==> src/rtl/alu_pkg.sv <==
package alu_pkg;
  typedef enum logic [1:0] {ASEL_BUS = 2'd0, ASEL_ZERO = 2'd1, ASEL_AND = 2'd2, ASEL_OR = 2'd3} asel_e;
  typedef enum logic [1:0] {BSEL_ACC = 2'd0, BSEL_NACC = 2'd1, BSEL_ZERO = 2'd2, BSEL_ONES = 2'd3} bsel_e;
  typedef enum logic [1:0] {LSEL_LINK = 2'd0, LSEL_NLINK = 2'd1, LSEL_ZERO = 2'd2, LSEL_ONE = 2'd3} lsel_e;
  localparam int ROT_W = 4;
  localparam int ROT_L1 = 0;
  localparam int ROT_L2 = 1;
  localparam int ROT_R1 = 2;
  localparam int ROT_R2 = 3;
endpackage

==> src/rtl/alu_opsel.sv <==
module alu_opsel
  import alu_pkg::*;
#(
  parameter int W = 12
) (
  input  logic [W-1:0] bus_i,
  input  logic [W-1:0] acc_i,
  input  logic [1:0]   asel_i,
  input  logic [1:0]   bsel_i,
  output logic [W-1:0] a_o,
  output logic [W-1:0] b_o
);
  always_comb begin
    unique case (asel_e'(asel_i))
      ASEL_BUS:  a_o = bus_i;
      ASEL_ZERO: a_o = '0;
      ASEL_AND:  a_o = bus_i & acc_i;
      ASEL_OR:   a_o = bus_i | acc_i;
      default:   a_o = '0;
    endcase
  end

  always_comb begin
    unique case (bsel_e'(bsel_i))
      BSEL_ACC:  b_o = acc_i;
      BSEL_NACC: b_o = ~acc_i;
      BSEL_ZERO: b_o = '0;
      BSEL_ONES: b_o = '1;
      default:   b_o = '0;
    endcase
  end
endmodule

==> src/rtl/alu_ripple_add.sv <==
module alu_ripple_add #(
  parameter int W = 12
) (
  input  logic [W-1:0] a_i,
  input  logic [W-1:0] b_i,
  output logic [W-1:0] sum_o,
  output logic         cout_o
);
  logic [W:0] carry;
  assign carry[0] = 1'b0;

  for (genvar g = 0; g < W; g++) begin : g_fa
    logic half;
    assign half       = a_i[g] ^ b_i[g];
    assign sum_o[g]   = half ^ carry[g];
    assign carry[g+1] = (a_i[g] & b_i[g]) | (carry[g] & half);
  end

  assign cout_o = carry[W];
endmodule

==> src/rtl/alu_rotator.sv <==
module alu_rotator
  import alu_pkg::*;
#(
  parameter int N = 13
) (
  input  logic [N-1:0]     d_i,
  input  logic [ROT_W-1:0] rot_i,
  output logic [N-1:0]     q_o
);
  logic single, rl1, rl2, rr1, rr2, pass;

  assign single = ($countones(rot_i) == 1);
  assign rl1    = single & rot_i[ROT_L1];
  assign rl2    = single & rot_i[ROT_L2];
  assign rr1    = single & rot_i[ROT_R1];
  assign rr2    = single & rot_i[ROT_R2];
  assign pass   = ~single;

  for (genvar i = 0; i < N; i++) begin : g_bit
    localparam int IL1 = (i + N - 1) % N;
    localparam int IL2 = (i + N - 2) % N;
    localparam int IR1 = (i + 1) % N;
    localparam int IR2 = (i + 2) % N;
    assign q_o[i] = (rl1  & d_i[IL1]) | (rl2 & d_i[IL2]) |
                    (rr1  & d_i[IR1]) | (rr2 & d_i[IR2]) |
                    (pass & d_i[i]);
  end
endmodule

==> src/rtl/alu_link_rot.sv <==
module alu_link_rot
  import alu_pkg::*;
#(
  parameter int W = 12
) (
  input  logic             clk,
  input  logic             rst,
  input  logic [W-1:0]     bus_i,
  input  logic [W-1:0]     acc_i,
  input  logic             link_i,
  input  logic [1:0]       asel_i,
  input  logic [1:0]       bsel_i,
  input  logic [1:0]       lsel_i,
  input  logic [ROT_W-1:0] rot_i,
  output logic [W:0]       res_o
);
  localparam int N = W + 1;

  logic [W-1:0] a_w, b_w, sum_w;
  logic         cout_w, lsrc_w;
  logic [N-1:0] pre_w, rot_w;

  alu_opsel #(.W(W)) u_opsel (
    .bus_i(bus_i), .acc_i(acc_i), .asel_i(asel_i), .bsel_i(bsel_i),
    .a_o(a_w), .b_o(b_w)
  );

  alu_ripple_add #(.W(W)) u_add (
    .a_i(a_w), .b_i(b_w), .sum_o(sum_w), .cout_o(cout_w)
  );

  always_comb begin
    unique case (lsel_e'(lsel_i))
      LSEL_LINK:  lsrc_w = link_i;
      LSEL_NLINK: lsrc_w = ~link_i;
      LSEL_ZERO:  lsrc_w = 1'b0;
      LSEL_ONE:   lsrc_w = 1'b1;
      default:    lsrc_w = 1'b0;
    endcase
  end

  assign pre_w = {lsrc_w ^ cout_w, sum_w};

  alu_rotator #(.N(N)) u_rot (
    .d_i(pre_w), .rot_i(rot_i), .q_o(rot_w)
  );

  always_ff @(posedge clk) begin
    if (rst) res_o <= '0;
    else     res_o <= rot_w;
  end

  // Reference sum used only by the assertions below.
  logic [W:0] ref_sum_w;
  assign ref_sum_w = {1'b0, a_w} + {1'b0, b_w};

  p_reset_clear_r1: assert property (@(posedge clk) rst |=> res_o == '0);

  p_sum_ref_r4: assert property (@(posedge clk) disable iff (rst)
    (rot_i == '0) |=> res_o == {$past(lsrc_w ^ ref_sum_w[W]), $past(ref_sum_w[W-1:0])});

  p_rotl1_r6: assert property (@(posedge clk) disable iff (rst)
    (rot_i == 4'b0001) |=> res_o == {$past(pre_w[N-2:0]), $past(pre_w[N-1])});

  p_rotr1_r7: assert property (@(posedge clk) disable iff (rst)
    (rot_i == 4'b0100) |=> res_o == {$past(pre_w[0]), $past(pre_w[N-1:1])});

  p_multi_pass_r9: assert property (@(posedge clk) disable iff (rst)
    ($countones(rot_i) > 1) |=> res_o == $past(pre_w));
endmodule

==> config.mk <==
export PLATFORM = sky130hd
export DESIGN_NAME = alu_link_rot
export DESIGN_NICKNAME = d
export VERILOG_FILES = /design/src/rtl/alu_pkg.sv /design/src/rtl/alu_opsel.sv /design/src/rtl/alu_ripple_add.sv /design/src/rtl/alu_rotator.sv /design/src/rtl/alu_link_rot.sv
export SDC_FILE = /design/constraint.sdc
export NUM_CORES = 1
export LEC_CHECK = 0
export ABC_AREA = 1
export ABC_CLOCK_PERIOD_IN_PS = 10300
export BUFFER_PORTS_ARGS = -buffer_cell sky130_fd_sc_hd__clkbuf_2
export CORE_ASPECT_RATIO = 1.4
export CORE_MARGIN = 4
export CORE_UTILIZATION = 55
export CTS_CLUSTER_DIAMETER = 40
export DETAILED_ROUTE_END_ITERATION = 10
export PLACE_DENSITY = 0.87
export SYNTH_ARGS = -nofsm -noshare
export SYNTH_HDL_FRONTEND = slang
export SYNTH_SLANG_ARGS = --single-unit
==> constraint.sdc <==
create_clock -name clk -period 10.3 [get_ports clk]
set_input_delay 0.515 -clock clk [delete_from_list [all_inputs] [get_ports clk]]
set_output_delay 0.515 -clock clk [all_outputs]
set_load 0.005 [all_outputs]
==> flow_metrics.env <==
export IMPL_antenna_found_initial=0
export IMPL_syn_inst=266
export IMPL_fillers=275
export IMPL_drt_pre_antenna_iters=5
export IMPL_p_per_area_mw_per_mm2=145
export IMPL_power_uw=279
export IMPL_critPathRequiredTime_ps=10470
export IMPL_place_port_buffers=49
export IMPL_htreeDepth=1
export IMPL_peakVddDrop_uv=101
export IMPL_ctsResizeCount=0
export IMPL_finalSetupTns_ps=0
export IMPL_min_period_ps=6390
export IMPL_synth_top_cell_area_share_pct=15.6
export IMPL_synth_seq_cells=13
export IMPL_cts_sinks=13
export IMPL_post_cts_buffers=0
export IMPL_largest_register="res_o"
export IMPL_min_from="rst"
export IMPL_grt_max_degree=42
export IMPL_postPlaceCellArea_mm2=0.00188
export IMPL_reg_largest_list="res_o x13"
export IMPL_die_height_um=73.2
export IMPL_avgSynthCellArea_um2=6.28
export IMPL_nNetsFinal=355
export IMPL_numCtsBuffers=3
export IMPL_ff_latch_area_um2=260
export IMPL_cts_clk_slew_worst_paths_ps=50
export IMPL_min_path_cells=2
export IMPL_status="complete, no violations"
export IMPL_yosys_cell_types_count=20
export IMPL_cts_tree="yes"
export IMPL_place_inst=334
export IMPL_synthesis_area_mm2=0.00167
export IMPL_drtIter0Drc=101
export IMPL_syn_to_final_growth_pct=15.2
export IMPL_synth_top_area_cell="dfxtp_1"
export IMPL_yosys_top_cells_area="dfxtp_1 (16%), nand4_1 (15%), nand2_1 (15%)"
export IMPL_setup_viol=0
export IMPL_start_util_pct=58.0
export IMPL_vias=1883
export IMPL_power_leakage_nw=1.01
export IMPL_seq_area_frac_synth_pct=15.6
export IMPL_place_congestion=0.875
export IMPL_syn_nets=319
export IMPL_holdCritPathClass="in -> reg"
export IMPL_grt_total_usage_pct=23.0
export IMPL_start_kind="input pin"
export IMPL_slew_headroom_pct=47.2
export IMPL_finalCritPeriodShare_pct=62.0
export IMPL_cap_violations=0
export IMPL_n_antenna_cell=0
export IMPL_cts_max_path_buffers=2
export IMPL_grt_overflow=0
export IMPL_multi_input_area_mm2=0.00123
export IMPL_endpoint_kind="register"
export IMPL_largest_register_ffs=13
export IMPL_ios=50
export IMPL_path_cells="clkbuf_2 > xor2_1 > o21ai_0 > ha_1 > fa_1 > fa_1 > fa_1 > fa_1 > fa_1 > fa_1 > fa_1 > fa_1 > inv_1 > fa_1 > inv_1 > fa_1 > inv_1 > fa_1 > inv_1 > nand4_1 > nand2_1 > nor2_1 > a21oi_1"
export IMPL_slew_violations=0
export IMPL_dieArea_mm2=0.00400
export IMPL_worstPathMaxFanout=13
export IMPL_die_w_um=54.6
export IMPL_core_mm2=0.00288
export IMPL_dp_hpwl_mm=3.38
export IMPL_rows=23
export IMPL_crit_arrival_ps=6560
export IMPL_ys_warn_count=0
export IMPL_cts_hold_buf=0
export IMPL_rsz0062_at_grt="false"
export IMPL_fmax_ghz=0.157
export IMPL_final_hold_viol_count=0
export IMPL_critPathMostFrequentCell="fa_1"
export IMPL_tightestPinTransition_ps=790
export IMPL_routed_wl_mm=4.23
export IMPL_cts_root_buf="clkbuf_8"
export IMPL_ant_nets=0
export IMPL_min_to="res_o[11]$_SDFF_PP0_"
export IMPL_grt_pass1_wl_mm=7.09
export IMPL_drc_errors=0
export IMPL_fin_area_mm2=0.00192
export IMPL_layout_cells_non_filler=338
export IMPL_critPathMaxStageDelay_ps=560
export IMPL_path_class="in -> reg"
export IMPL_wl_per_cell_um=12.5
export IMPL_vias_per_cell=5.57
export IMPL_grt_pass1_vias=1660
export IMPL_drive_gt1_share_pct=18.9
export IMPL_critPathSlowestCell="xor2_1"
## worst max-delay path, delay by kind of cell
family	cells	cell delay, ps
adders and majority gates	12	4330
and+or+nand+nor	3	280
buffers and inverters	5	580
xor gates and xnor gates	1	560
AOI/OAI and AO/OA	2	290
## layout by cell type (no fill, tap or decap)
| cell | synthesis | layout |
|---|---|---|
| a21oi_1 | 17 | 17 |
| a31oi_1 | 12 | 12 |
| buf_4 | 0 | 1 |
| clkbuf_1 | 8 | 1 |
| clkbuf_2 | 0 | 49 |
| clkbuf_8 | 0 | 3 |
| clkinv_1 | 1 | 1 |
| dfxtp_1 | 13 | 13 |
| fa_1 | 12 | 12 |
| ha_1 | 4 | 4 |
| inv_1 | 24 | 24 |
| nand2_1 | 65 | 65 |
| nand2_4 | 1 | 1 |
| nand3_1 | 14 | 14 |
| nand4_1 | 40 | 40 |
| nor2_1 | 30 | 30 |
| nor2_4 | 2 | 2 |
| o21ai_0 | 10 | 10 |
| or2_2 | 1 | 1 |
| xor2_1 | 1 | 1 |
## cell type report
cell class                      count  area share (%)
Tap cell                           37            2.41
Multi-Input combinational cell    209            63.7
Sequential cell                    13            13.5
Inverter                           25            4.88
Clock buffer                        4            2.34
Timing Repair Buffer               50            13.1
## through the flow
step	hold slack [ps]	util (%)	setup WS [ps]
floorplan	584	-	4520
global placement	858	65.3	3950
detailed placement	861	65.3	3740
CTS	605	66.9	3990
global route	646	66.9	3580
finish	612	66.9	3910
## report_power, final
| group | switching [mW] | total (mW) | internal, mW |
|---|---|---|---|
| Clock | 0.0173 | 0.0445 | 0.0273 |
| Sequential | 0.00313 | 0.0668 | 0.0637 |
| Combinational | 0.105 | 0.167 | 0.0627 |
## cell usage after synthesis
| cell | count |
|---|---|
| nand2_1 | 65 |
| nand4_1 | 40 |
| nor2_1 | 30 |
| inv_1 | 24 |
| a21oi_1 | 17 |
| nand3_1 | 14 |
| dfxtp_1 | 13 |
| a31oi_1 | 12 |
| fa_1 | 12 |
| o21ai_0 | 10 |
| buf_2 | 9 |
| clkbuf_1 | 8 |
| ha_1 | 4 |
| nor2_4 | 2 |
| buf_1 | 1 |
| buf_6 | 1 |
| clkinv_1 | 1 |
| nand2_4 | 1 |
| or2_2 | 1 |
| xor2_1 | 1 |
## worst max-delay path by stage
stage	from	to	slack (ps)
finish	bsel_i[0]	res_o[0]$_SDFF_PP0_	3910
global placement	bsel_i[0]	res_o[0]$_SDFF_PP0_	3950
global route	bsel_i[0]	res_o[0]$_SDFF_PP0_	3580
CTS	bsel_i[0]	res_o[0]$_SDFF_PP0_	3990
floorplan	bsel_i[1]	res_o[12]$_SDFF_PP0_	4520
detailed placement	bsel_i[0]	res_o[0]$_SDFF_PP0_	3740
## kinds of logic (layout without fill, tap and decap cells)
logic type | Yosys count | in the layout | share of synthesized area (%)
simple gates | 153 | 153 | 42.9
buf+inv | 44 | 79 | 11.0
compound gates | 39 | 39 | 12.6
fa+ha+maj | 16 | 16 | 17.4
flops | 13 | 13 | 15.6
xor+xnor | 1 | 1 | 0.524
## routing by layer
metal  share of wire, %  global-route usage, %  vias to the layer above
li1                   -                      -                      979
met1                 40                   26.8                      826
met2                 53                   41.4                       72
met3                6.7                   2.25                        6
met4                1.2                   8.59                        0
met5                  0                      0                        -
Power figures use the tool's default switching activity.
